===== src/rtl/rmw_pkg.sv =====
// Shared definitions for the byte-store read-modify-write unit.
// Assumes requests are decoded into one operation per cycle.
package rmw_pkg;
    typedef enum logic [1:0] {
        OP_NONE   = 2'd0,
        OP_LOAD   = 2'd1,
        OP_WSTORE = 2'd2,
        OP_BSTORE = 2'd3
    } op_e;
endpackage


===== src/rtl/rmw_lane_merge.sv =====
// Inserts one byte into a word at a big-endian lane: lane 0 is the most
// significant byte. Purely combinational; assumes DATA_W is a multiple
// of BYTE_W.
module rmw_lane_merge #(
    parameter int DATA_W = 32,
    parameter int BYTE_W = 8,
    parameter int LANES  = DATA_W / BYTE_W,
    parameter int OFF_W  = $clog2(DATA_W / BYTE_W)
) (
    input  logic [DATA_W-1:0] base_word,
    input  logic [BYTE_W-1:0] new_byte,
    input  logic [OFF_W-1:0]  lane,
    output logic [DATA_W-1:0] merged_word
);
    for (genvar k = 0; k < LANES; k++) begin : g_lane
        localparam int HI = DATA_W - 1 - k * BYTE_W;
        // Select the new byte for the addressed lane, keep the old one otherwise.
        assign merged_word[HI -: BYTE_W] =
            (lane == OFF_W'(k)) ? new_byte : base_word[HI -: BYTE_W];
    end
endmodule


===== src/rtl/rmw_hazard.sv =====
// Decides stall and forwarding for the request in the cycle a byte-store
// write-back holds the memory port. Assumes the write-back stage is at
// most one operation deep.
module rmw_hazard #(
    parameter int WADDR_W = 30
) (
    input  logic               rst_n,
    input  rmw_pkg::op_e       req_op,
    input  logic [WADDR_W-1:0] req_waddr,
    input  logic               wb_bstore,
    input  logic [WADDR_W-1:0] wb_waddr,
    output logic               forward,
    output logic               ready
);
    import rmw_pkg::*;

    logic same_word;
    logic fwd_kind;
    logic stall;

    // Classify the incoming request against the pending write-back.
    always_comb begin
        same_word = wb_bstore && (req_waddr == wb_waddr);
        fwd_kind  = (req_op == OP_LOAD) || (req_op == OP_BSTORE);
        forward   = same_word && fwd_kind;
        stall     = wb_bstore && (req_op != OP_NONE) && !forward;
        ready     = rst_n && !stall;
    end
endmodule


===== src/rtl/rmw_port_mux.sv =====
// Drives the single memory port: a pending write-back wins, otherwise the
// accepted request reads (load, byte store) or writes (word store).
// Forwarded requests never touch memory.
module rmw_port_mux #(
    parameter int DATA_W  = 32,
    parameter int WADDR_W = 30
) (
    input  logic               wb_bstore,
    input  logic [WADDR_W-1:0] wb_waddr,
    input  logic [DATA_W-1:0]  merged_word,
    input  rmw_pkg::op_e       acc_op,
    input  logic               acc_forward,
    input  logic [WADDR_W-1:0] req_waddr,
    input  logic [DATA_W-1:0]  req_wdata,
    output logic               mem_en,
    output logic               mem_we,
    output logic [WADDR_W-1:0] mem_addr,
    output logic [DATA_W-1:0]  mem_wdata
);
    import rmw_pkg::*;

    // Pick the single access the port performs this cycle.
    always_comb begin
        mem_en    = 1'b0;
        mem_we    = 1'b0;
        mem_addr  = req_waddr;
        mem_wdata = req_wdata;
        if (wb_bstore) begin
            mem_en    = 1'b1;
            mem_we    = 1'b1;
            mem_addr  = wb_waddr;
            mem_wdata = merged_word;
        end else if (acc_op == OP_WSTORE) begin
            mem_en = 1'b1;
            mem_we = 1'b1;
        end else if ((acc_op == OP_LOAD || acc_op == OP_BSTORE) && !acc_forward) begin
            mem_en = 1'b1;
        end
    end
endmodule


===== src/rtl/byte_store_rmw.sv =====
// Byte-store read-modify-write unit in front of a word-only, single-port,
// synchronous-read memory. Accept stage reads; the following stage merges
// and writes back. Assumes at most one request strobe per cycle (load,
// then word store, then byte store take precedence if not).
module byte_store_rmw #(
    parameter int ADDR_W  = 32,
    parameter int DATA_W  = 32,
    parameter int BYTE_W  = 8,
    parameter int OFF_W   = $clog2(DATA_W / BYTE_W),
    parameter int WADDR_W = ADDR_W - OFF_W
) (
    input  logic               clk,
    input  logic               rst_n,
    input  logic               req_load,
    input  logic               req_wstore,
    input  logic               req_bstore,
    input  logic [ADDR_W-1:0]  req_addr,
    input  logic [DATA_W-1:0]  req_wdata,
    output logic               req_ready,
    output logic               load_valid,
    output logic [DATA_W-1:0]  load_data,
    output logic               mem_en,
    output logic               mem_we,
    output logic [WADDR_W-1:0] mem_addr,
    output logic [DATA_W-1:0]  mem_wdata,
    input  logic [DATA_W-1:0]  mem_rdata
);
    import rmw_pkg::*;

    op_e                req_op;
    op_e                acc_op;
    logic [WADDR_W-1:0] req_waddr;
    logic               forward;
    logic               ready;

    op_e                wb_op;
    logic [WADDR_W-1:0] wb_waddr;
    logic [OFF_W-1:0]   wb_lane;
    logic [BYTE_W-1:0]  wb_byte;
    logic               wb_fwd;
    logic [DATA_W-1:0]  fwd_word;
    logic [DATA_W-1:0]  base_word;
    logic [DATA_W-1:0]  merged_word;
    logic               wb_bstore;

    // Decode the request strobes into a single operation.
    always_comb begin
        if (req_load)        req_op = OP_LOAD;
        else if (req_wstore) req_op = OP_WSTORE;
        else if (req_bstore) req_op = OP_BSTORE;
        else                 req_op = OP_NONE;
    end

    assign req_waddr = req_addr[ADDR_W-1:OFF_W];
    assign wb_bstore = (wb_op == OP_BSTORE);
    assign acc_op    = ready ? req_op : OP_NONE;
    assign req_ready = ready;

    rmw_hazard #(.WADDR_W(WADDR_W)) u_hazard (
        .rst_n     (rst_n),
        .req_op    (req_op),
        .req_waddr (req_waddr),
        .wb_bstore (wb_bstore),
        .wb_waddr  (wb_waddr),
        .forward   (forward),
        .ready     (ready)
    );

    // Register the second-stage context of loads and byte stores.
    always_ff @(posedge clk) begin
        if (!rst_n) begin
            wb_op    <= OP_NONE;
            wb_waddr <= '0;
            wb_lane  <= '0;
            wb_byte  <= '0;
            wb_fwd   <= 1'b0;
        end else begin
            wb_op    <= (acc_op == OP_WSTORE) ? OP_NONE : acc_op;
            wb_waddr <= req_waddr;
            wb_lane  <= req_addr[OFF_W-1:0];
            wb_byte  <= req_wdata[BYTE_W-1:0];
            wb_fwd   <= forward && (acc_op != OP_NONE);
        end
    end

    // The base word comes from memory unless the request was forwarded.
    assign base_word = wb_fwd ? fwd_word : mem_rdata;

    rmw_lane_merge #(.DATA_W(DATA_W), .BYTE_W(BYTE_W)) u_merge (
        .base_word   (base_word),
        .new_byte    (wb_byte),
        .lane        (wb_lane),
        .merged_word (merged_word)
    );

    // Keep the latest merged word for a same-word follower.
    always_ff @(posedge clk) begin
        if (!rst_n)         fwd_word <= '0;
        else if (wb_bstore) fwd_word <= merged_word;
    end

    assign load_valid = (wb_op == OP_LOAD);
    assign load_data  = base_word;

    rmw_port_mux #(.DATA_W(DATA_W), .WADDR_W(WADDR_W)) u_port (
        .wb_bstore   (wb_bstore),
        .wb_waddr    (wb_waddr),
        .merged_word (merged_word),
        .acc_op      (acc_op),
        .acc_forward (forward),
        .req_waddr   (req_waddr),
        .req_wdata   (req_wdata),
        .mem_en      (mem_en),
        .mem_we      (mem_we),
        .mem_addr    (mem_addr),
        .mem_wdata   (mem_wdata)
    );
endmodule


===== config.mk =====
export PLATFORM = sky130hd
export DESIGN_NAME = byte_store_rmw
export DESIGN_NICKNAME = d
export VERILOG_FILES = /design/src/rtl/rmw_pkg.sv /design/src/rtl/rmw_lane_merge.sv /design/src/rtl/rmw_hazard.sv /design/src/rtl/rmw_port_mux.sv /design/src/rtl/byte_store_rmw.sv
export SDC_FILE = /design/constraint.sdc
export NUM_CORES = 1
export LEC_CHECK = 0
export ABC_CLOCK_PERIOD_IN_PS = 2500
export BUFFER_PORTS_ARGS = -buffer_cell sky130_fd_sc_hd__buf_4
export CAP_MARGIN = 25
export CORE_MARGIN = 1.5
export CORE_UTILIZATION = 40
export DETAILED_ROUTE_END_ITERATION = 8
export GPL_TIMING_DRIVEN = 0
export PLACE_DENSITY_LB_ADDON = 0.05
export REMOVE_ABC_BUFFERS = 1
export SYNTH_ARGS = -nofsm -noshare
export SYNTH_HDL_FRONTEND = slang
export SYNTH_SLANG_ARGS = --single-unit

===== constraint.sdc =====
create_clock -name clk -period 2.5 [get_ports clk]
set_input_delay 0.375 -clock clk [delete_from_list [all_inputs] [get_ports clk]]
set_output_delay 0.375 -clock clk [all_outputs]
set_load 0.02 [all_outputs]

**Word-level counts from Yosys, hierarchy flattened**

Index checks and enable logic that the tools add are counted.

- Bits in registers: 75
- Input bits: 101
- Output and inout bits: 98
- Logic and storage cells: 49

- Equality and inequality tests: 11
- Mux-type cells: 16
- Bitwise logic cells: 1
- Reduce and logical (&&, ||, !) cells: 15

Operators by type and width:

| kind | number |
|---|---|
| 32-bit 2-to-1 mux | 2 |
| 8-bit 2-to-1 mux | 4 |
| 30-bit equality test | 1 |
| 30-bit 2-to-1 mux | 1 |
| 2-bit equality test (second input constant) | 6 |
| 2-bit by 1-bit equality test with 1-bit output (second input constant) | 4 |
| 2-bit 2-to-1 mux | 4 |
| 1-bit logical AND | 7 |
| 1-bit 2-to-1 mux | 5 |
| 2-bit nonzero test | 2 |
| 1-bit logical NOT | 2 |
| 2-bit logical NOT | 1 |
| 1-bit logical OR | 2 |
| 2-bit OR reduction | 1 |
| 1-bit inverter | 1 |

**Logic depth before layout (Yosys ltp)**

Gate-level depths: netlist (run 1).

- Depth in word-level cells: 17
- Mapped depth: 7
- Gate-level depth less buffers: 5

**Modules after synthesis**

A second synthesis (run 1) with hierarchy kept.

- Cells, all modules: 439
- Area, all modules: 4797.1 um^2

Modules (own cells, without submodules):

| module | times used | cells each | area an instance (um^2) | sequential area each (um^2) |
|---|---|---|---|---|
| byte_store_rmw | 1 | 285 | 2929.1 | 1501.4 |
| rmw_port_mux | 1 | 73 | 1073.5 | 0.0 |
| rmw_lane_merge | 1 | 38 | 440.4 | 0.0 |
| rmw_hazard | 1 | 43 | 354.1 | 0.0 |

**Worst setup path after synthesis (run 1)**

OpenSTA, ideal clock, no wires.

- Path kind: in2out
- From: in req_addr[20]
- To: out req_ready
- Arrival time: 1643 ps
- Setup slack: 482 ps
- Stages on the path: 5
- Cells stage by stage: xnor2_1 -> nand4_1 -> or4_1 -> nor3_2 -> o31a_1

- Longest elaborated chain between the ends: 7

RTL lines:

| item | RTL line | RTL |
|---|---|---|
| start: declaration | byte_store_rmw.sv:17 | `input logic [ADDR_W-1:0] req_addr,` |
| 30-bit equality test | rmw_hazard.sv:23 | `same_word = wb_bstore && (req_waddr == wb_waddr);` |
| 1-bit logical AND | rmw_hazard.sv:23 |  |
| 1-bit logical AND | rmw_hazard.sv:25 | `forward = same_word && fwd_kind;` |
| 1-bit logical NOT | rmw_hazard.sv:26 | `stall = wb_bstore && (req_op != OP_NONE) && !forward;` |
| 1-bit logical AND | rmw_hazard.sv:26 |  |
| 1-bit logical NOT | rmw_hazard.sv:27 | `ready = rst_n && !stall;` |
| 1-bit logical AND | rmw_hazard.sv:27 |  |
| end: declaration | byte_store_rmw.sv:19 | `output logic req_ready,` |

No other way between the ends.

**Worst setup path in the final report (run 1)**

- From: reg wb_op[0]
- To: out mem_en

- Longest elaborated chain between the ends: 14
- Elaborated cells on any way between the ends: 17

RTL lines:

| item | RTL line | RTL |
|---|---|---|
| start: declaration | byte_store_rmw.sv:36 | `op_e wb_op;` |
| start signal: assignment | byte_store_rmw.sv:78 | `wb_op <= (acc_op == OP_WSTORE) ? OP_NONE : acc_op;` |
| 2-bit equality test * | byte_store_rmw.sv:55 | `assign wb_bstore = (wb_op == OP_BSTORE);` |
| 1-bit logical AND | rmw_hazard.sv:23 |  |
| 1-bit logical AND | rmw_hazard.sv:25 |  |
| 1-bit logical NOT | rmw_hazard.sv:26, rmw_port_mux.sv:36 |  |
| 1-bit logical AND | rmw_hazard.sv:26 |  |
| 1-bit logical NOT | rmw_hazard.sv:27 |  |
| 1-bit logical AND | rmw_hazard.sv:27 |  |
| 2-bit 2-to-1 mux | byte_store_rmw.sv:56 | `assign acc_op = ready ? req_op : OP_NONE;` |
| 2-bit by 1-bit equality test with 1-bit output / 2-bit equality test (equally long branches) | rmw_port_mux.sv:36 | `end else if ((acc_op == OP_LOAD \|\| acc_op == OP_BSTORE) && !acc_forward) begin` |
| 1-bit logical OR | rmw_port_mux.sv:36 |  |
| 1-bit logical AND | rmw_port_mux.sv:36 |  |
| 1-bit 2-to-1 mux | rmw_port_mux.sv:36 |  |
| 1-bit 2-to-1 mux | rmw_port_mux.sv:33 | `end else if (acc_op == OP_WSTORE) begin` |
| 1-bit 2-to-1 mux * | rmw_port_mux.sv:28 | `if (wb_bstore) begin` |
| end: declaration | byte_store_rmw.sv:22 | `output logic mem_en,` |

Every way passes the cells marked *; elsewhere a longest branch is shown, timed or not.

==> impl_metrics.prom, run 1 <==
# TYPE chip_impl_metric gauge
chip_impl_info{name="run_status",value="completed"} 1
chip_impl_metric{name="met2_length",unit="mm"} 5.516
chip_impl_metric{name="nNetsFinal",unit=""} 720
chip_impl_metric{name="die_area",unit="um2"} 10810
chip_impl_metric{name="slowest_delay",unit="ps"} 380
chip_impl_info{name="timing.critical_path.cells",value="nand2_8 > buf_16 > nor4_2 > nand4_1 > nor3_4 > o21bai_1 > buf_4"} 1
chip_impl_metric{name="fin_worst_hold_slack",unit="ps"} 234.7
chip_impl_metric{name="seq_area",unit="um2"} 1515
chip_impl_metric{name="drcViolationCount",unit=""} 0
chip_impl_metric{name="report.final.setup_viol",unit=""} 0
chip_impl_metric{name="postSynthCellCount",unit=""} 434
chip_impl_metric{name="timing.critical_path.arrival",unit="ps"} 2010
chip_impl_metric{name="ff2ff_setup_slack",unit="ps"} 790
chip_impl_metric{name="synth_area",unit="um2"} 4079
chip_impl_metric{name="layout-drive-gt1-share",unit="%"} 47.44
chip_impl_metric{name="drt-initial-drc-count",unit=""} 143
chip_impl_metric{name="global_placer_s_final_weighted_congestion",unit=""} 0.7447
chip_impl_metric{name="routed_wl",unit="mm"} 11.36
chip_impl_info{name="highest-signal-layer",value="met4"} 1
chip_impl_metric{name="cts_htree_levels",unit=""} 3
chip_impl_metric{name="report.final.hold_viol_count",unit=""} 0
chip_impl_metric{name="clkLatencyLatePin",unit="ps"} 340
chip_impl_metric{name="postPlaceCellArea",unit="um2"} 5638
chip_impl_metric{name="worst_ir_drop_vdd",unit="uV"} 322.7
chip_impl_metric{name="synth_top_area_share",unit="%"} 36.81
chip_impl_metric{name="port_buffers",unit=""} 198
chip_impl_metric{name="fin_area",unit="um2"} 5949
chip_impl_metric{name="pin_count",unit=""} 199
chip_impl_info{name="cp_top_family",value="simple AND/OR/NAND/NOR gates"} 1
chip_impl_info{name="regToRegEndpoint",value="wb_op[1]"} 1
chip_impl_metric{name="cts-buffers-inserted",unit=""} 9
chip_impl_info{name="crit_type",value="flop to output port"} 1
chip_impl_metric{name="pin_count_of_the_biggest_net_entering_global_routing",unit=""} 77
chip_impl_info{name="cts-root-buf",value="sky130_fd_sc_hd__clkbuf_8"} 1
chip_impl_metric{name="rows",unit=""} 36
chip_impl_metric{name="num_antenna_cells",unit=""} 0
chip_impl_metric{name="antenna_left",unit=""} 0
chip_impl_metric{name="register_bit_count_reported_by_yosys",unit=""} 75
chip_impl_metric{name="avgSynthCellArea",unit="um2"} 9.398
chip_impl_metric{name="cts.clk_slew.worst_paths",unit="ps"} 80
chip_impl_metric{name="timing.max_slew.rel_slack",unit="%"} 56.50
chip_impl_info{name="cts_tree",value="done"} 1
chip_impl_metric{name="cts_hold_repair.buffers",unit=""} 0
chip_impl_metric{name="synth_cell_type_count",unit=""} 31
chip_impl_metric{name="final-instance-count-excl-fill",unit=""} 757
chip_impl_info{name="synth_top_cells_by_area",value="sky130_fd_sc_hd__dfxtp_1 (37%), sky130_fd_sc_hd__mux2_2 (17%), sky130_fd_sc_hd__and2_1 (6.1%), sky130_fd_sc_hd__mux2i_1 (5.9%), sky130_fd_sc_hd__a21o_1 (5.9%)"} 1
chip_impl_metric{name="synth_sequential_area_ratio",unit="%"} 36.81
chip_impl_metric{name="final.min_clock_period",unit="ps"} 2384
chip_impl_metric{name="fin_setup_tns",unit="ps"} 0
chip_impl_metric{name="worst_pin_slew",unit="ps"} 652.5
chip_impl_metric{name="vias",unit=""} 3712
chip_impl_metric{name="dp_hpwl",unit="mm"} 7.436
chip_impl_metric{name="clock-skew-final",unit="ps"} 5.102
chip_impl_metric{name="dp.cells",unit=""} 735
chip_impl_metric{name="seq_power_share",unit="%"} 44.6
chip_impl_metric{name="leakagePower",unit="nW"} 2.840
chip_impl_metric{name="detail_route.wl_per_cell",unit="um"} 15.01
chip_impl_metric{name="power_report.internal_total",unit="mW"} 2.060
chip_impl_metric{name="grt_remaining_overflow",unit=""} 0
chip_impl_metric{name="sw_frac_of_total",unit="%"} 27.63
chip_impl_metric{name="viasPerCell",unit=""} 4.904
chip_impl_info{name="end_kind",value="output port"} 1
chip_impl_metric{name="crit_required",unit="ps"} 2120
chip_impl_metric{name="num-fill-cells",unit=""} 891
chip_impl_metric{name="drv.max_cap_violation_count",unit=""} 0
chip_impl_metric{name="holdPathStages",unit=""} 2
chip_impl_metric{name="syn2layout_area_growth",unit="%"} 45.86
chip_impl_metric{name="drtPass1Iterations",unit=""} 4
chip_impl_metric{name="final_util",unit="%"} 60.59
chip_impl_info{name="grt_setup_unrepaired",value="false"} 1
chip_impl_metric{name="chipHeight",unit="um"} 104.0
chip_impl_metric{name="crit_buf_inv",unit=""} 2
chip_impl_metric{name="global_route.usage.total",unit="%"} 20.58
chip_impl_metric{name="layout_worst_path_cycle_share",unit="%"} 95.35
chip_impl_info{name="synth_largest_area_cell",value="sky130_fd_sc_hd__dfxtp_1"} 1
chip_impl_metric{name="finalPower",unit="mW"} 2.847
chip_impl_metric{name="grt_pass1_vias",unit=""} 3556
chip_impl_metric{name="multiInputGateArea",unit="um2"} 2507
chip_impl_info{name="timing.critical_path.from_type",value="flop"} 1
chip_impl_info{name="critical-path-slowest-cell",value="sky130_fd_sc_hd__dfxtp_4"} 1
chip_impl_metric{name="clock_sinks",unit=""} 75
chip_impl_metric{name="final_slew_viol_count",unit=""} 0
chip_impl_info{name="min-delay-path-class",value="input port to flop"} 1
chip_impl_metric{name="worstSetupPathDepth",unit=""} 7
chip_impl_metric{name="area_of_the_core",unit="um2"} 9819
chip_impl_metric{name="place_ws",unit="ps"} -98.60
chip_impl_metric{name="combinationalPowerShare",unit="%"} 23.3
chip_impl_metric{name="cellPowerDensity",unit="nW/um2"} 478.4
chip_impl_metric{name="rr_worst_depth",unit=""} 7
chip_impl_metric{name="met3RoutedLength",unit="um"} 790
chip_impl_info{name="critPathLaunch",value="wb_op[0]"} 1
chip_impl_metric{name="antenna_violations_before_repair",unit=""} 0
chip_impl_metric{name="global_route_wire_length_before_repair",unit="mm"} 17.93
chip_impl_metric{name="timing.fmax",unit="MHz"} 419.5
chip_impl_metric{name="critical_path_peak_fanout",unit=""} 38
chip_impl_info{name="crit-reg2reg-launch",value="wb_op[0]"} 1
chip_impl_metric{name="cts.path.max_buffers",unit=""} 2
chip_impl_metric{name="switching_power",unit="uW"} 786.6
chip_impl_metric{name="m1_wire_length",unit="mm"} 4.904
chip_impl_info{name="endpoint",value="mem_en"} 1
chip_impl_metric{name="die_x",unit="um"} 104.0
chip_impl_metric{name="power.clock.fraction",unit="%"} 32.1
chip_impl_metric{name="fin_ws",unit="ps"} 116.2
chip_impl_metric{name="floorplan.initialDensity",unit="%"} 41.54
chip_impl_metric{name="count_of_synthesis_stage_warnings_from_yosys",unit=""} 0
==> area by class of cell <==
cell class | instances | share of cell area [%]
Sequential cell | 75 | 25.47
Timing Repair Buffer | 203 | 26.37
Clock inverter | 1 | 0.08412
Tap cell | 133 | 2.797
Multi-Input combinational cell | 330 | 42.15
Clock buffer | 15 | 3.134
==> logic make-up after synthesis <==
group	after synthesis	share of synthesized area, %
AOI/OAI and AO/OA	78	11.99
xor gates and xnor gates	30	6.626
DFF	75	36.81
and+or+nand+nor	134	18.37
muxes	86	23.01
buffers and inverters	31	3.190
==> how the worst min path moves through the flow <==
stage                 start  slack [ps]      endpoint
2_1_floorplan   fwd_word[0]         470   fwd_word[0]
3_3_place_gp   fwd_word[29]         480  fwd_word[29]
3_5_place_dp   fwd_word[10]         490  fwd_word[10]
4_1_cts         req_addr[1]         220    wb_lane[1]
5_1_grt         req_addr[1]         220    wb_lane[1]
6_report        req_addr[1]         230    wb_lane[1]
==> registers in the layout, summed over array words and instances (netlist names) <==
| name | cells |
|---|---|
| fwd_word | 32 |
| wb_byte | 8 |
| wb_fwd | 1 |
| wb_lane | 2 |
| wb_op | 2 |
| wb_waddr | 30 |
==> what timing repair did <==
item,in CTS,in global routing
setup buffers,3,0
hold endpoints to repair,0,0
endpoints found under the setup margin,34,26
pin swaps,3,1
resized for setup,10,3
gates cloned,3,0
==> routing by layer <==
metal	vias up	global-route usage [%]
met5	-	0
met4	0	6.845
met3	11	5.514
met2	123	35.29
met1	1723	24.91
li1	1855	-
==> cells in the final DEF (no fill, tap or decap), drive strengths merged <==
master,instances
nand4,4
o31a,1
or4,1
nand3,8
nor2,24
o21ai,1
and2,41
a21oi,40
dfxtp,75
mux2,62
o21bai,1
nor3,2
buf,202
o211ai,1
clkbuf,15
bufbuf,1
xor2,16
nand2b,2
nor2b,35
a21o,32
o211a,1
mux2i,24
nor4,4
o21ba,1
nand2,14
or2,1
clkinv,1
xnor2,14
==> Yosys cell counts <==
cell type                  instances
sky130_fd_sc_hd__a21o_1           32
sky130_fd_sc_hd__a21oi_1          40
sky130_fd_sc_hd__and2_1           40
sky130_fd_sc_hd__and2_2            1
sky130_fd_sc_hd__buf_1             4
sky130_fd_sc_hd__buf_2            11
sky130_fd_sc_hd__clkbuf_1         16
sky130_fd_sc_hd__dfxtp_1          75
sky130_fd_sc_hd__mux2_2           62
sky130_fd_sc_hd__mux2i_1          24
sky130_fd_sc_hd__nand2_1          12
sky130_fd_sc_hd__nand2b_1          2
sky130_fd_sc_hd__nand3_1           8
sky130_fd_sc_hd__nand4_1           3
sky130_fd_sc_hd__nand4_2           1
sky130_fd_sc_hd__nor2_1           24
sky130_fd_sc_hd__nor2b_1          35
sky130_fd_sc_hd__nor3_1            1
sky130_fd_sc_hd__nor3_2            1
sky130_fd_sc_hd__nor4_1            4
sky130_fd_sc_hd__o211a_1           1
sky130_fd_sc_hd__o211ai_1          1
sky130_fd_sc_hd__o21ai_0           1
sky130_fd_sc_hd__o21ba_1           1
sky130_fd_sc_hd__o21bai_1          1
sky130_fd_sc_hd__o31a_1            1
sky130_fd_sc_hd__or2_2             1
sky130_fd_sc_hd__or4_1             1
sky130_fd_sc_hd__xnor2_1          13
sky130_fd_sc_hd__xnor2_2           1
sky130_fd_sc_hd__xor2_1           16
==> power by group through the flow <==
| stage | Combinational [mW] | Clock, mW | Sequential (mW) |
|---|---|---|---|
| finish | 0.663 | 0.914 | 1.27 |
| global route | 0.711 | 1.00 | 1.27 |
| CTS | 0.670 | 0.941 | 1.27 |
| detailed placement | 0.657 | 0 | 1.30 |
| global placement | 0.649 | 0 | 1.29 |
| floorplan | 0.340 | 0 | 1.29 |
No activity file was read; power rests on OpenSTA's default activity.
==> run 2, diff against run 1 <==
Settings changed: CORE_MARGIN 1.5 to unset.
==> run 2 against run 1 <==
- design area rose by 1.4%
- maximum frequency decreased by 0.87%
- sequential share of layout area is 0.35 points lower
- die area fell by 1.9%
- largest power group unchanged
- critical path type unchanged
- worst hold slack hardly changed
- sequential power about the same
==> impl_metrics.prom, run 2 (synthesis results as in run 1) <==
# TYPE chip_impl_metric gauge
chip_impl_info{name="max_flop_register",value="fwd_word"} 1
chip_impl_metric{name="area_of_the_core",unit="um2"} 9819
chip_impl_metric{name="worst_ir_drop_vdd",unit="uV"} 277.3
chip_impl_metric{name="antenna_violations_before_repair",unit=""} 0
chip_impl_metric{name="nNetsFinal",unit=""} 726
chip_impl_info{name="grt_setup_unrepaired",value="true"} 1
chip_impl_info{name="critical-path-slowest-cell",value="sky130_fd_sc_hd__dfxtp_1"} 1
chip_impl_metric{name="drt-initial-drc-count",unit=""} 108
chip_impl_metric{name="port_buffers",unit=""} 198
chip_impl_metric{name="global_route.usage.total",unit="%"} 20.76
chip_impl_metric{name="layout_worst_path_cycle_share",unit="%"} 96.19
chip_impl_metric{name="grt_pass1_vias",unit=""} 3474
chip_impl_metric{name="cts_htree_levels",unit=""} 3
chip_impl_metric{name="dp_hpwl",unit="mm"} 7.445
chip_impl_metric{name="num-fill-cells",unit=""} 876
chip_impl_metric{name="drv.max_cap_violation_count",unit=""} 0
chip_impl_metric{name="pin_count",unit=""} 199
chip_impl_metric{name="fin_setup_tns",unit="ps"} 0
chip_impl_metric{name="syn2layout_area_growth",unit="%"} 47.88
chip_impl_metric{name="grtUsageMet1",unit="%"} 25.35
chip_impl_metric{name="fin_area",unit="um2"} 6032
chip_impl_info{name="layout_top_registers",value="fwd_word (32), wb_waddr (30), wb_byte (8)"} 1
chip_impl_metric{name="chipHeight",unit="um"} 103.0
chip_impl_metric{name="viasPerCell",unit=""} 4.858
chip_impl_info{name="final_common_cell",value="sky130_fd_sc_hd__buf_4"} 1
chip_impl_metric{name="cts-buffers-inserted",unit=""} 9
chip_impl_metric{name="worst_pin_slew",unit="ps"} 651.8
chip_impl_metric{name="clock-skew-final",unit="ps"} 7.995
chip_impl_metric{name="layout-drive-gt1-share",unit="%"} 48.25
chip_impl_info{name="run_status",value="completed"} 1
chip_impl_info{name="min-delay-path-class",value="input port to flop"} 1
chip_impl_metric{name="postPlaceCellArea",unit="um2"} 5638
chip_impl_metric{name="antenna_left",unit=""} 0
chip_impl_metric{name="clkLatencyLatePin",unit="ps"} 350
chip_impl_metric{name="final_slew_viol_count",unit=""} 0
chip_impl_metric{name="report.final.setup_viol",unit=""} 0
chip_impl_info{name="gr-max-usage-layer",value="met2"} 1
chip_impl_metric{name="num_antenna_cells",unit=""} 0
chip_impl_metric{name="timing.fmax",unit="MHz"} 415.9
chip_impl_metric{name="cts.path.max_buffers",unit=""} 2
chip_impl_metric{name="cts.clk_slew.worst_paths",unit="ps"} 80
chip_impl_metric{name="largest_register_ff_count",unit=""} 32
chip_impl_metric{name="crit_required",unit="ps"} 2120
chip_impl_metric{name="vias",unit=""} 3707
chip_impl_metric{name="leakagePower",unit="nW"} 2.877
chip_impl_info{name="layout_common_cells",value="sky130_fd_sc_hd__buf_4 (206), sky130_fd_sc_hd__dfxtp_1 (70), sky130_fd_sc_hd__mux2_2 (62)"} 1
chip_impl_metric{name="critical_path_peak_fanout",unit=""} 12
chip_impl_info{name="end_kind",value="output port"} 1
chip_impl_metric{name="rows",unit=""} 36
chip_impl_metric{name="timing.critical_path.arrival",unit="ps"} 2030
chip_impl_metric{name="grt_remaining_overflow",unit=""} 0
chip_impl_metric{name="clock_sinks",unit=""} 75
chip_impl_metric{name="grt_util_met3",unit="%"} 5.492
chip_impl_metric{name="slowest_delay",unit="ps"} 630
chip_impl_info{name="timing.critical_path.cells",value="or2_2 > mux2i_1 > nor2_1 > a21o_1 > buf_4"} 1
chip_impl_metric{name="floorplan.initialDensity",unit="%"} 41.54
chip_impl_metric{name="die_x",unit="um"} 103.0
chip_impl_metric{name="report.final.hold_viol_count",unit=""} 0
chip_impl_metric{name="cellPowerDensity",unit="nW/um2"} 475.4
chip_impl_info{name="cts-root-buf",value="sky130_fd_sc_hd__clkbuf_8"} 1
chip_impl_metric{name="timing.max_slew.rel_slack",unit="%"} 56.54
chip_impl_metric{name="die_area",unit="um2"} 10600
chip_impl_metric{name="pin_count_of_the_biggest_net_entering_global_routing",unit=""} 77
chip_impl_metric{name="final.min_clock_period",unit="ps"} 2405
chip_impl_metric{name="drtPass1Iterations",unit=""} 4
chip_impl_metric{name="global_route_wire_length_before_repair",unit="mm"} 16.81
chip_impl_metric{name="grtUsageMet2",unit="%"} 35.59
chip_impl_info{name="cts_tree",value="done"} 1
chip_impl_metric{name="global_placer_s_final_weighted_congestion",unit=""} 0.7486
chip_impl_metric{name="routed_wl",unit="mm"} 11.53
chip_impl_info{name="timing.critical_path.from_type",value="flop"} 1
chip_impl_info{name="crit_type",value="flop to output port"} 1
chip_impl_metric{name="final_util",unit="%"} 61.43
chip_impl_metric{name="drcViolationCount",unit=""} 0
chip_impl_metric{name="detail_route.wl_per_cell",unit="um"} 15.11
-- run 2: final timing paths --
path                 from            end  slack, ps  cells past startpoint
max            wb_lane[0]  mem_wdata[26]        100                      5
min          req_wdata[1]     wb_byte[1]        230                      2
max reg2reg   wb_waddr[1]       wb_op[1]        580                      8
min reg2reg  fwd_word[28]   fwd_word[28]        510                      2
-- run 2: power breakdown --
group / internal [mW] / total (mW) / switching, mW
combinational: 0.361 / 0.669 / 0.308
clock: 0.461 / 0.929 / 0.468
sequential: 1.23 / 1.27 / 0.0369
-- run 2: worst max-delay path: cells and delay by family, from the launching register on --
kind	cells	cell delay (ps)
compound gates	1	160
simple gates	2	510
mux	1	240
buf+inv	1	150
flops	1	630
-- run 2: routing by layer --
metal | routed length (um) | part of all wire, %
met2 | 5547 | 48
met3 | 831 | 7.2
met5 | 0 | 0
met4 | 118 | 1.0
met1 | 5033 | 44
-- run 2: per-stage QoR --
stage	setup WS, ps	power (mW)	instances	hold WS, ps
3_3_place_gp	-2401	1.944	734	482.8
2_1_floorplan	-1450	1.626	403	473.1
3_5_place_dp	-157.1	1.953	735	494.4
5_1_grt	-2.120	2.997	763	221.7
6_report	95.30	2.868	763	234.5
4_1_cts	6.143	2.889	758	216.8
-- run 2: cell type report --
cell class | count | area (um2) | area share, %
Clock buffer | 10 | 127.6 | 2.116
Clock inverter | 6 | 66.31 | 1.099
Multi-Input combinational cell | 330 | 2525 | 41.86
Sequential cell | 75 | 1515 | 25.12
Tap cell | 133 | 166.4 | 2.759
Timing Repair Buffer | 209 | 1632 | 27.05
-- run 2: repair_timing --
action	CTS	global route
gates cloned	3	1
setup endpoints to repair	51	10
resized for setup	10	6
pin swaps	3	3
buffers inserted	4	4
hold buffers	0	0
==> run 3, diff against run 2 <==
Settings changed: RECOVER_POWER set to 25.
==> run 3 against run 2 <==
- sequential share of layout area unchanged
- worst hold slack hardly changed
- clock-buffer cell count stayed put
- largest cell class unchanged
- largest power group unchanged
==> impl_metrics.prom, run 3 (synthesis results as in run 1) <==
# TYPE chip_impl_metric gauge
chip_impl_metric{name="combinationalPowerShare",unit="%"} 23.3
chip_impl_metric{name="dp.cells",unit=""} 735
chip_impl_metric{name="syn2layout_area_growth",unit="%"} 47.88
chip_impl_metric{name="switching_power",unit="uW"} 814.4
chip_impl_metric{name="chipHeight",unit="um"} 103.0
chip_impl_metric{name="report.final.setup_viol",unit=""} 0
chip_impl_metric{name="die_area",unit="um2"} 10600
chip_impl_metric{name="dp_hpwl",unit="mm"} 7.445
chip_impl_metric{name="cts_htree_levels",unit=""} 3
chip_impl_metric{name="seq_power_share",unit="%"} 44.2
chip_impl_metric{name="routed_wl",unit="mm"} 11.50
chip_impl_metric{name="layout-drive-gt1-share",unit="%"} 48.25
chip_impl_metric{name="leakagePower",unit="nW"} 2.871
chip_impl_metric{name="viasPerCell",unit=""} 4.894
chip_impl_metric{name="clock_sinks",unit=""} 75
chip_impl_metric{name="rows",unit=""} 36
chip_impl_metric{name="vias",unit=""} 3734
chip_impl_info{name="end_kind",value="output port"} 1
chip_impl_metric{name="die_x",unit="um"} 103.0
chip_impl_metric{name="cts.clk_slew.worst_paths",unit="ps"} 80
chip_impl_info{name="cts_tree",value="done"} 1
chip_impl_metric{name="num_antenna_cells",unit=""} 0
chip_impl_metric{name="finalPower",unit="mW"} 2.869
chip_impl_metric{name="antenna_violations_before_repair",unit=""} 0
chip_impl_metric{name="nNetsFinal",unit=""} 726
chip_impl_metric{name="worst_ir_drop_vdd",unit="uV"} 276.9
chip_impl_metric{name="sw_frac_of_total",unit="%"} 28.39
chip_impl_metric{name="global_placer_s_final_weighted_congestion",unit=""} 0.7486
chip_impl_info{name="layout_common_cells",value="sky130_fd_sc_hd__buf_4 (206), sky130_fd_sc_hd__dfxtp_1 (70), sky130_fd_sc_hd__mux2_2 (62)"} 1
chip_impl_metric{name="pin_count_of_the_biggest_net_entering_global_routing",unit=""} 77
chip_impl_info{name="timing.critical_path.from_type",value="flop"} 1
chip_impl_info{name="layout_top_registers",value="fwd_word (32), wb_waddr (30), wb_byte (8)"} 1
chip_impl_metric{name="global_route_wire_length_before_repair",unit="mm"} 16.81
chip_impl_metric{name="largest_register_ff_count",unit=""} 32
chip_impl_metric{name="final_slew_viol_count",unit=""} 0
chip_impl_metric{name="final.min_clock_period",unit="ps"} 2409
chip_impl_metric{name="cellPowerDensity",unit="nW/um2"} 475.6
chip_impl_metric{name="antenna_left",unit=""} 0
chip_impl_metric{name="timing.max_slew.rel_slack",unit="%"} 57.34
chip_impl_info{name="critical-path-slowest-cell",value="sky130_fd_sc_hd__dfxtp_1"} 1
chip_impl_metric{name="pin_count",unit=""} 199
chip_impl_metric{name="detail_route.wl_per_cell",unit="um"} 15.07
chip_impl_metric{name="final-instance-count-excl-fill",unit=""} 763
chip_impl_info{name="run_status",value="completed"} 1
chip_impl_metric{name="critical_path_peak_fanout",unit=""} 12
chip_impl_info{name="max_flop_register",value="fwd_word"} 1
chip_impl_metric{name="grt_pass1_vias",unit=""} 3474
chip_impl_metric{name="clock-skew-final",unit="ps"} 8.147
chip_impl_metric{name="slowest_delay",unit="ps"} 630
chip_impl_metric{name="worst_pin_slew",unit="ps"} 639.9
chip_impl_metric{name="multiInputGateArea",unit="um2"} 2525
chip_impl_info{name="cts-root-buf",value="sky130_fd_sc_hd__clkbuf_8"} 1
chip_impl_metric{name="layout_worst_path_cycle_share",unit="%"} 96.37
chip_impl_info{name="grt_setup_unrepaired",value="true"} 1
chip_impl_metric{name="cts-buffers-inserted",unit=""} 9
chip_impl_metric{name="crit_required",unit="ps"} 2120
chip_impl_metric{name="timing.critical_path.arrival",unit="ps"} 2030
chip_impl_metric{name="global_route.usage.total",unit="%"} 20.76
chip_impl_metric{name="clkLatencyLatePin",unit="ps"} 350
chip_impl_metric{name="drt-initial-drc-count",unit=""} 90
chip_impl_metric{name="seq_area",unit="um2"} 1515
chip_impl_metric{name="power.clock.fraction",unit="%"} 32.5
chip_impl_info{name="final_common_cell",value="sky130_fd_sc_hd__buf_4"} 1
chip_impl_metric{name="grt_remaining_overflow",unit=""} 0
chip_impl_metric{name="cts.path.max_buffers",unit=""} 2
chip_impl_metric{name="num-fill-cells",unit=""} 876
chip_impl_info{name="cp_top_family",value="flip-flops"} 1
chip_impl_metric{name="report.final.hold_viol_count",unit=""} 0
chip_impl_metric{name="area_of_the_core",unit="um2"} 9819
chip_impl_info{name="crit_type",value="flop to output port"} 1
chip_impl_info{name="timing.critical_path.cells",value="or2_2 > mux2i_1 > nor2_1 > a21o_1 > buf_4"} 1
chip_impl_metric{name="port_buffers",unit=""} 198
chip_impl_metric{name="floorplan.initialDensity",unit="%"} 41.54
chip_impl_metric{name="crit_buf_inv",unit=""} 1
chip_impl_metric{name="power_report.internal_total",unit="mW"} 2.055
chip_impl_metric{name="drcViolationCount",unit=""} 0
chip_impl_metric{name="drtPass1Iterations",unit=""} 4
chip_impl_info{name="min-delay-path-class",value="input port to flop"} 1
chip_impl_metric{name="timing.fmax",unit="MHz"} 415.1
chip_impl_metric{name="cts_hold_repair.buffers",unit=""} 0
chip_impl_metric{name="drv.max_cap_violation_count",unit=""} 0
==> run 3: cell counts in the layout (fill, tap and decap cells not counted) <==
No cell type changed its count.
==> run 3: final cells by class <==
class / instances / share of cell area [%]
Tap cell: 133 / 2.759
Timing Repair Buffer: 209 / 27.05
Multi-Input combinational cell: 330 / 41.86
Clock buffer: 10 / 2.116
Clock inverter: 6 / 1.099
Sequential cell: 75 / 25.12
==> run 3: final timing paths <==
check,from,slack (ps),cells after the start,end
max,wb_lane[0],90,5,mem_wdata[26]
min,req_wdata[1],230,2,wb_byte[1]
max reg2reg,wb_waddr[1],580,8,wb_op[1]
min reg2reg,fwd_word[9],510,2,fwd_word[9]
==> run 3: per-layer routing <==
metal | vias to the layer above | part of all wire (%) | GRT usage (%)
li1 | 1875 | - | -
met1 | 1725 | 43 | 25.35
met2 | 125 | 49 | 35.59
met3 | 9 | 7.2 | 5.492
met4 | 0 | 0.98 | 6.501
met5 | - | 0 | 0
==> run 3: metrics by stage <==
step	setup TNS (ps)	instance area (um2)	hold slack (ps)	setup WS, ps	util [%]
2_1_floorplan	-78040	3949	473.1	-1450	-
3_3_place_gp	-189940	5602	482.8	-2401	57.05
3_5_place_dp	-309.9	5638	494.4	-157.1	57.42
4_1_cts	0	5953	216.8	6.143	60.63
5_1_grt	-2.120	6032	221.7	-2.120	61.43
6_report	0	6032	234.2	90.65	61.43
==> run 3: repair_timing <==
item                                    CTS  global route
setup buffers                             4             4
pin swaps                                 3             3
endpoints found under the setup margin   51            10
cloned                                    3             1
gates resized for setup                  10             6
==> run 3: power groups by stage <==
stage	Combinational [mW]	Clock [mW]	Sequential, mW
floorplan	0.340	0	1.29
global placement	0.649	0	1.29
detailed placement	0.657	0	1.30
CTS	0.670	0.952	1.27
global route	0.720	1.00	1.28
finish	0.668	0.931	1.27
